File: src/rtl/symext_addr_gen.sv
module symext_addr_gen #(
  parameter int AW       = 8,
  parameter int DLY_PRED = 2,
  parameter int DLY_UPD  = 1
) (
  input  logic          clk,
  input  logic          rst_n,
  input  logic          start,
  input  logic          fwd,
  input  logic [AW:0]   sig_len,
  output logic          rd_valid,
  output logic [AW-1:0] rd_even_addr,
  output logic [AW-1:0] rd_odd_addr,
  output logic          wr_even_valid,
  output logic [AW-1:0] wr_even_addr,
  output logic          wr_odd_valid,
  output logic [AW-1:0] wr_odd_addr,
  output logic          done
);
  localparam int MAXD = DLY_PRED + DLY_UPD;
  localparam int TE_F = MAXD;
  localparam int TO_F = DLY_PRED;
  localparam int TE_I = DLY_UPD;
  localparam int TO_I = MAXD;

  logic          running, fwd_q, busy_q;
  logic [AW-1:0] half_q, cnt, ea, oa, e_inc, o_inc;
  logic [MAXD:1] p_we;
  logic [AW-1:0] p_e [1:MAXD];
  logic [AW-1:0] p_o [1:MAXD];

  wire [AW:0] len_even = {sig_len[AW:1], 1'b0};
  wire        len_ok   = (len_even >= (AW+1)'(4)) && (len_even <= {1'b1, {AW{1'b0}}});
  wire        busy     = running | (|p_we);
  wire        accept   = start & ~busy & len_ok;
  wire        last     = (cnt == half_q + AW'(1));
  wire        eligible = running && (cnt != '0) && !last;

  always_comb begin
    if (cnt == '0) begin
      e_inc = {{(AW-1){1'b1}}, 1'b0};
      o_inc = '0;
    end else if (cnt == half_q) begin
      e_inc = '0;
      o_inc = '0;
    end else begin
      e_inc = AW'(2);
      o_inc = AW'(2);
    end
  end

  always_ff @(posedge clk) begin
    if (!rst_n) begin
      running <= 1'b0;
      fwd_q   <= 1'b1;
      cnt     <= '0;
      half_q  <= '0;
      ea      <= '0;
      oa      <= '0;
    end else if (accept) begin
      running <= 1'b1;
      fwd_q   <= fwd;
      cnt     <= '0;
      half_q  <= len_even[AW:1];
      ea      <= AW'(2);
      oa      <= AW'(1);
    end else if (running) begin
      if (last) begin
        running <= 1'b0;
      end else begin
        cnt <= cnt + AW'(1);
        ea  <= ea + e_inc;
        oa  <= oa + o_inc;
      end
    end
  end

  always_ff @(posedge clk) begin
    if (!rst_n) begin
      p_we   <= '0;
      busy_q <= 1'b0;
    end else begin
      p_we   <= {p_we[MAXD-1:1], eligible};
      busy_q <= busy;
    end
  end

  always_ff @(posedge clk) begin
    p_e[1] <= ea;
    p_o[1] <= oa;
    for (int j = 2; j <= MAXD; j++) begin
      p_e[j] <= p_e[j-1];
      p_o[j] <= p_o[j-1];
    end
  end

  assign rd_valid      = running;
  assign rd_even_addr  = ea;
  assign rd_odd_addr   = oa;
  assign wr_even_valid = fwd_q ? p_we[TE_F] : p_we[TE_I];
  assign wr_even_addr  = fwd_q ? p_e[TE_F]  : p_e[TE_I];
  assign wr_odd_valid  = fwd_q ? p_we[TO_F] : p_we[TO_I];
  assign wr_odd_addr   = fwd_q ? p_o[TO_F]  : p_o[TO_I];
  assign done          = busy_q & ~busy;

  assert_rd_parity_R3: assert property (@(posedge clk) disable iff (!rst_n)
    rd_valid |-> (!rd_even_addr[0] && rd_odd_addr[0]));

  assert_body_step_R4: assert property (@(posedge clk) disable iff (!rst_n)
    (running && cnt > AW'(1) && cnt <= half_q) |->
      (rd_even_addr == $past(rd_even_addr) + AW'(2) && rd_odd_addr == $past(rd_odd_addr) + AW'(2)));

  assert_rd_range_R5: assert property (@(posedge clk) disable iff (!rst_n)
    rd_valid |-> ((AW+1)'(rd_even_addr) < {half_q, 1'b0} && (AW+1)'(rd_odd_addr) < {half_q, 1'b0}));

  assert_busy_ignore_R2: assert property (@(posedge clk) disable iff (!rst_n)
    (busy && start) |=> $stable(half_q));

  assert_wr_parity_R7: assert property (@(posedge clk) disable iff (!rst_n)
    (wr_odd_valid |-> wr_odd_addr[0]) and (wr_even_valid |-> !wr_even_addr[0]));

  assert_done_pulse_R10: assert property (@(posedge clk) disable iff (!rst_n)
    done |=> !done);
endmodule

File: config.mk
export PLATFORM = sky130hd
export DESIGN_NAME = symext_addr_gen
export DESIGN_NICKNAME = d
export VERILOG_FILES = /design/src/rtl/symext_addr_gen.sv
export SDC_FILE = /design/constraint.sdc
export NUM_CORES = 1
export LEC_CHECK = 0
export ABC_AREA = 1
export BUFFER_PORTS_ARGS = -buffer_cell sky130_fd_sc_hd__buf_2
export CAP_MARGIN = 20
export CORE_MARGIN = 2
export CORE_UTILIZATION = 40
export CTS_CLUSTER_DIAMETER = 60
export DETAILED_ROUTE_END_ITERATION = 6
export SETUP_SLACK_MARGIN = 0.02
export SYNTH_ARGS = -nofsm -noshare
export SYNTH_HDL_FRONTEND = slang
export SYNTH_SLANG_ARGS = --single-unit
File: constraint.sdc
create_clock -name clk -period 6.1 [get_ports clk]
set_input_delay 1.22 -clock clk [delete_from_list [all_inputs] [get_ports clk]]
set_output_delay 1.22 -clock clk [all_outputs]
set_load 0.05 [all_outputs]
==> metrics.cfg, run 1 <==
[run_status]
run_status=finished clean

[power_and_ir_drop]
pwr_density_cell_mw_per_mm2=311
ir_drop_v=0.0000966
pwr-share-seq=0.493
p_leak_nw=1.83
p_int_mw=0.830
sw_frac_of_total=0.312
switchingPower_mw=0.377
combinationalPowerShare=0.185
clkPwrFrac=0.322

[sta]
fin_setup_tns_ns=0
maxSlewViolCount=0
rsz0062_at_grt=false
min_period_ns=3.10
setup_viol=0
max_slew_margin=0.411
hold_viol=0
worstMarginPinSlew_ns=0.882
skew_ns=0.00877
fmaxAchievable_mhz=322
period_share=0.508

[synth]
synth-async-reset-ratio=0
synth_cell_types=33
ys_ff_latch=82
ys_top_cells_by_area=dfxtp_1 48%, nand2_1 8.6%, nand3_1 5.0%, mux2_2 5.0%, xor2_1 4.1%
ys_warn_count=0
synth_area_mm2=0.00341
synth.largest_area_cell=dfxtp_1
synth_top_area_frac=0.481
yosysSeqAreaShare=0.481
ys.flop_type=dfxtp_1
synth_edf_count=0
synth_cells=403
syn_area_per_cell_um2=8.47

[cells_and_area]
drive_gt1_frac=0.206
multiInputGateArea_mm2=0.00152
num_antenna_cells=0
final_common_cell=dfxtp_1
fin_util=0.470
seq_area_mm2=0.00164
final_cell_mix=82 x dfxtp_1, 78 x nand2_1, 45 x buf_2
fin_nets=472
fill_cells=832
area_delta_synth_final_pct=13.6

[critical_path]
cp.arrival_ns=1.88
r2r_cells=17
timing.rr.end=rd_even_addr[7]
critPathRequiredTime_ns=4.88
r2r_start=cnt[5]
reg2reg_slack_ns=3.24
start_kind=flip-flop
crit_type=flip-flop to output pin
worstPathMaxFanout=20
end_kind=output pin

[floorplanning]
ios=49
start_util=0.413
die_w_um=96.4
die_area_mm2=0.00929
die_h_um=96.4
coreArea_mm2=0.00826
rows=33

[worst_hold_path]
hold-path-endpoint=p_o[0][22]
worstHoldPathType=flip-flop to flip-flop
whs_path_depth=0
min-delay-start=p_o[0][14]

[cts]
post-cts-setup-buffer-count=0
cts_resized=0
insertion_delay_ns=0.35
clock_path_buffers=2
hold_buffers=0
cts_tree=done
cts_buffers=9
h-tree-depth=3
cts-root-buf=clkbuf_8
clock_sinks=82
clkTransAtPathRegs_ns=0.08

[detailed_routing]
drt-pass1-iter-count=4
routed_via_density=4.76
num_vias=2648
wl_per_cell_um=12.4
postRouteAntennaNets=0
drt_wl_total_um=6870
drtIter0Drc=106
drc=0

[global_route]
grt_first_pass_wirelength_um=11100
grt_antenna_before_repair=0
track_usage=0.156
grt_max_degree=25
first_global_vias=2449
grt-ovfl-total=0

[placement]
portBuffers=45
routabilityCongestion=0.885
dp_hpwl_um=4980

[flow_run]
cap_violations=0

[per-layer routing]
metal	vias up	track usage	wire length, um
li1	1383	-	-
met1	1211	0.192	3310
met2	47	0.264	3200
met3	7	0.0431	301
met4	0	0.0493	63
met5	-	0	0
[power groups by stage]
stage / sequential (mW) / combinational, mW / clock [mW]
6_report: 0.595 / 0.224 / 0.388
5_1_grt: 0.600 / 0.250 / 0.418
4_1_cts: 0.596 / 0.226 / 0.399
3_5_place_dp: 0.609 / 0.225 / 0
3_3_place_gp: 0.607 / 0.223 / 0
2_1_floorplan: 0.621 / 0.164 / 0
[cell usage after synthesis (2+ instances only)]
library cell	number
nand2_2	2
nand3_1	34
nand4_1	6
nor3_1	4
clkbuf_1	4
xnor2_1	4
nor2_1	36
xor2_1	16
mux2_2	15
nor2_4	4
buf_6	2
nand2_1	78
o21ai_1	4
buf_2	2
ha_1	11
dfxtp_1	82
inv_2	7
a21oi_1	23
buf_4	6
o21ai_0	14
inv_1	37
[sequential cells by signal, summed over array words and instances (netlist names)]
signal and cells:
rd_valid 1, p_o 24, p_e 21, rd_odd_addr 8, cnt 8, fwd_q 1
half_q 8, p_we 3, busy_q 1, rd_even_addr 7
[worst max-delay path, cell delays in order, from the launching register on]
cell	delay [ns]
dfxtp_1	0.90
mux2_2	0.41
buf_2	0.21
[worst max-delay path by stage]
| stage | startpoint | endpoint | cells after the start |
|---|---|---|---|
| 6_report | fwd_q | wr_odd_addr[7] | 2 |
| 5_1_grt | fwd_q | wr_odd_addr[7] | 2 |
| 4_1_cts | fwd_q | wr_odd_addr[7] | 2 |
| 3_5_place_dp | cnt[5] | rd_even_addr[7] | 17 |
| 3_3_place_gp | cnt[5] | rd_even_addr[7] | 17 |
| 2_1_floorplan | cnt[0] | rd_even_addr[7] | 17 |
[kinds of logic (layout without fill, tap and decap cells)]
family | Yosys count | after routing | synth area share
other | 1 | 2 | 0.00110
AO/OA/AOI/OAI | 44 | 44 | 0.0664
AND/OR/NAND/NOR | 171 | 171 | 0.229
multiplexers | 15 | 15 | 0.0495
adder cells (fa/ha/maj) | 12 | 12 | 0.0462
buffers and inverters | 58 | 105 | 0.0755
flip-flops | 82 | 82 | 0.481
XOR/XNOR | 20 | 20 | 0.0513
[per-stage QoR]
| stage | hold WS [ns] | instance area, um^2 | worst slack, ns | std cells | power (mW) |
|---|---|---|---|---|---|
| final | 0.327 | 3880 | 3.00 | 556 | 1.21 |
| after global routing | 0.332 | 3880 | 2.86 | 556 | 1.27 |
| after global placement | 0.310 | 3690 | 3.31 | 541 | 0.830 |
| after floorplan | 0.310 | 3420 | 3.18 | 404 | 0.785 |
| after detailed placement | 0.312 | 3690 | 3.31 | 541 | 0.834 |
| after CTS | 0.331 | 3880 | 2.96 | 556 | 1.22 |
[cell type report]
cell class,count,area share
Clock inverter,6,0.0171
Timing Repair Buffer,46,0.0600
Multi-Input combinational cell,264,0.391
Inverter,44,0.0426
Tap cell,105,0.0339
Sequential cell,82,0.423
Clock buffer,9,0.0319
(Power assumes the default switching activity.)
==> run 2, diff against run 1 <==
==> constraint.sdc (replaced) <==
create_clock -name clk -period 2.95 [get_ports clk]
set_input_delay 0.59 -clock clk [delete_from_list [all_inputs] [get_ports clk]]
set_output_delay 0.59 -clock clk [all_outputs]
set_load 0.05 [all_outputs]
==> metrics.cfg, run 2 (synthesized netlist as in run 1, its figures left out) <==
[run_status]
run_status=finished clean

[sta]
max_slew_margin=0.516
period_share=0.881
skew_ns=0.0106
maxSlewViolCount=0
rsz0062_at_grt=false
min_period_ns=2.60
hold_ws_ns=0.330
fin_setup_tns_ns=0
fmaxAchievable_mhz=385
hold_viol=0
worstMarginPinSlew_ns=0.725
setup_viol=0

[detailed_routing]
drt_wl_total_um=6880
highest_layer=met4
wl_per_cell_um=12.3
drtIter0Drc=185
routed_via_density=4.74
drc=0
drt-pass1-iter-count=5
postRouteAntennaNets=0
met3_length_um=310
wl_met1_um=3210
wl_met2_um=3280
num_vias=2657

[cells_and_area]
reg.largest.list=p_o x24, p_e x21
fin_nets=476
final_common_cell=dfxtp_1
drive_gt1_frac=0.215
largest_reg_flops=24
final_cell_mix=82 x dfxtp_1, 78 x nand2_1, 45 x buf_2
regMostFlops=p_o
fin_util=0.475
num_antenna_cells=0
area_delta_synth_final_pct=15.0
fill_cells=824

[critical_path]
end_kind=flip-flop
critPathRequiredTime_ns=3.19
worstPathMaxFanout=5
crit_type=flip-flop to flip-flop
start_kind=flip-flop
reg2reg_slack_ns=0.35
cp.arrival_ns=2.84

[worst_hold_path]
worstHoldPathType=flip-flop to flip-flop

[floorplanning]
die_w_um=96.4
die_area_mm2=0.00929
die_h_um=96.4
rows=33
ios=49
start_util=0.413
coreArea_mm2=0.00826

[power_and_ir_drop]
ir_drop_v=0.000313
p_leak_nw=1.85
pwr_density_cell_mw_per_mm2=645

[cts]
clock_sinks=82
clkTransAtPathRegs_ns=0.08
insertion_delay_ns=0.36
cts-root-buf=clkbuf_8
clock_path_buffers=2
cts_tree=done
h-tree-depth=3
cts_buffers=9

[placement]
routabilityCongestion=0.865
portBuffers=45
dp_hpwl_um=5040

[global_route]
grt-ovfl-total=0
track_usage=0.160
grt_max_degree=25
first_global_vias=2466
grt_first_pass_wirelength_um=11300
grt_antenna_before_repair=0

[flow_run]
cap_violations=0

[run 2: cell types whose count changed in the layout (fill, tap and decap cells not counted)]
| cell | delta |
|---|---|
| clkinv_4 | -1 |
| clkbuf_1 | +1 |
| clkinv_2 | -2 |
| buf_4 | +4 |
| inv_8 | +1 |
| nor4_1 | -1 |
| clkinvlp_4 | +2 |
| nor4_2 | +1 |
[run 2: final timing paths]
path / start / end / cells after the start
min reg2reg: p_o[0][12] / p_o[0][20] / 0
max: cnt[0] / rd_even_addr[7] / 17
min: p_o[0][12] / p_o[0][20] / 0
max reg2reg: cnt[0] / rd_even_addr[7] / 17
[run 2: per-stage QoR]
step                      cells  cell area, um^2  worst slack, ns  total power [mW]
after CTS                   561             3920            0.226              2.56
after global placement      545             3720            0.299              1.72
after detailed placement    545             3720            0.259              1.73
final                       561             3930            0.350              2.53
after global routing        561             3930           0.0458              2.67
after floorplan             404             3420           0.0335              1.62
[run 2: timing repair]
item | in CTS | in global routing
hold buffers | 0 | 0
resized for setup | 0 | 1
endpoints found under the hold margin | 0 | 0
setup buffers | 0 | 0
setup endpoints to repair | 0 | 1
[run 2: power by group]
| part | switching [mW] | internal [mW] | leakage (nW) |
|---|---|---|---|
| Clock | 0.426 | 0.403 | 0.0954 |
| Sequential | 0.0476 | 1.18 | 0.667 |
| Combinational | 0.322 | 0.159 | 1.09 |
[run 2: routing by layer]
| layer | up-vias | GRT usage |
|---|---|---|
| li1 | 1393 | - |
| met1 | 1199 | 0.198 |
| met2 | 53 | 0.267 |
| met3 | 12 | 0.0446 |
| met4 | 0 | 0.0552 |
| met5 | - | 0 |
[run 2: critical path, cell delays in order, from the launching register on]
cell and delay [ns]:
dfxtp_1 0.37, inv_1 0.10, ha_1 0.14, inv_1 0.05, nor4_2 0.28, inv_1 0.12, nand2_1 0.09, ha_1 0.15
inv_1 0.05, fa_1 0.41, o21ai_0 0.18, nand2_1 0.09, a21oi_1 0.16, nor2_1 0.06, nand3_1 0.06, nand2_1 0.05
nand2_1 0.06, a21oi_1 0.05
[run 2: final cells by class]
| cell class | instances | area (um^2) | share of cell area |
|---|---|---|---|
| flip-flops and latches | 82 | 1640 | 0.418 |
| multi-input cells | 264 | 1520 | 0.388 |
| repair buffers | 50 | 263 | 0.0669 |
| inverters | 44 | 165 | 0.0421 |
| well taps | 105 | 131 | 0.0335 |
| clock buffers | 10 | 128 | 0.0325 |
| clock inverters | 6 | 73.8 | 0.0188 |
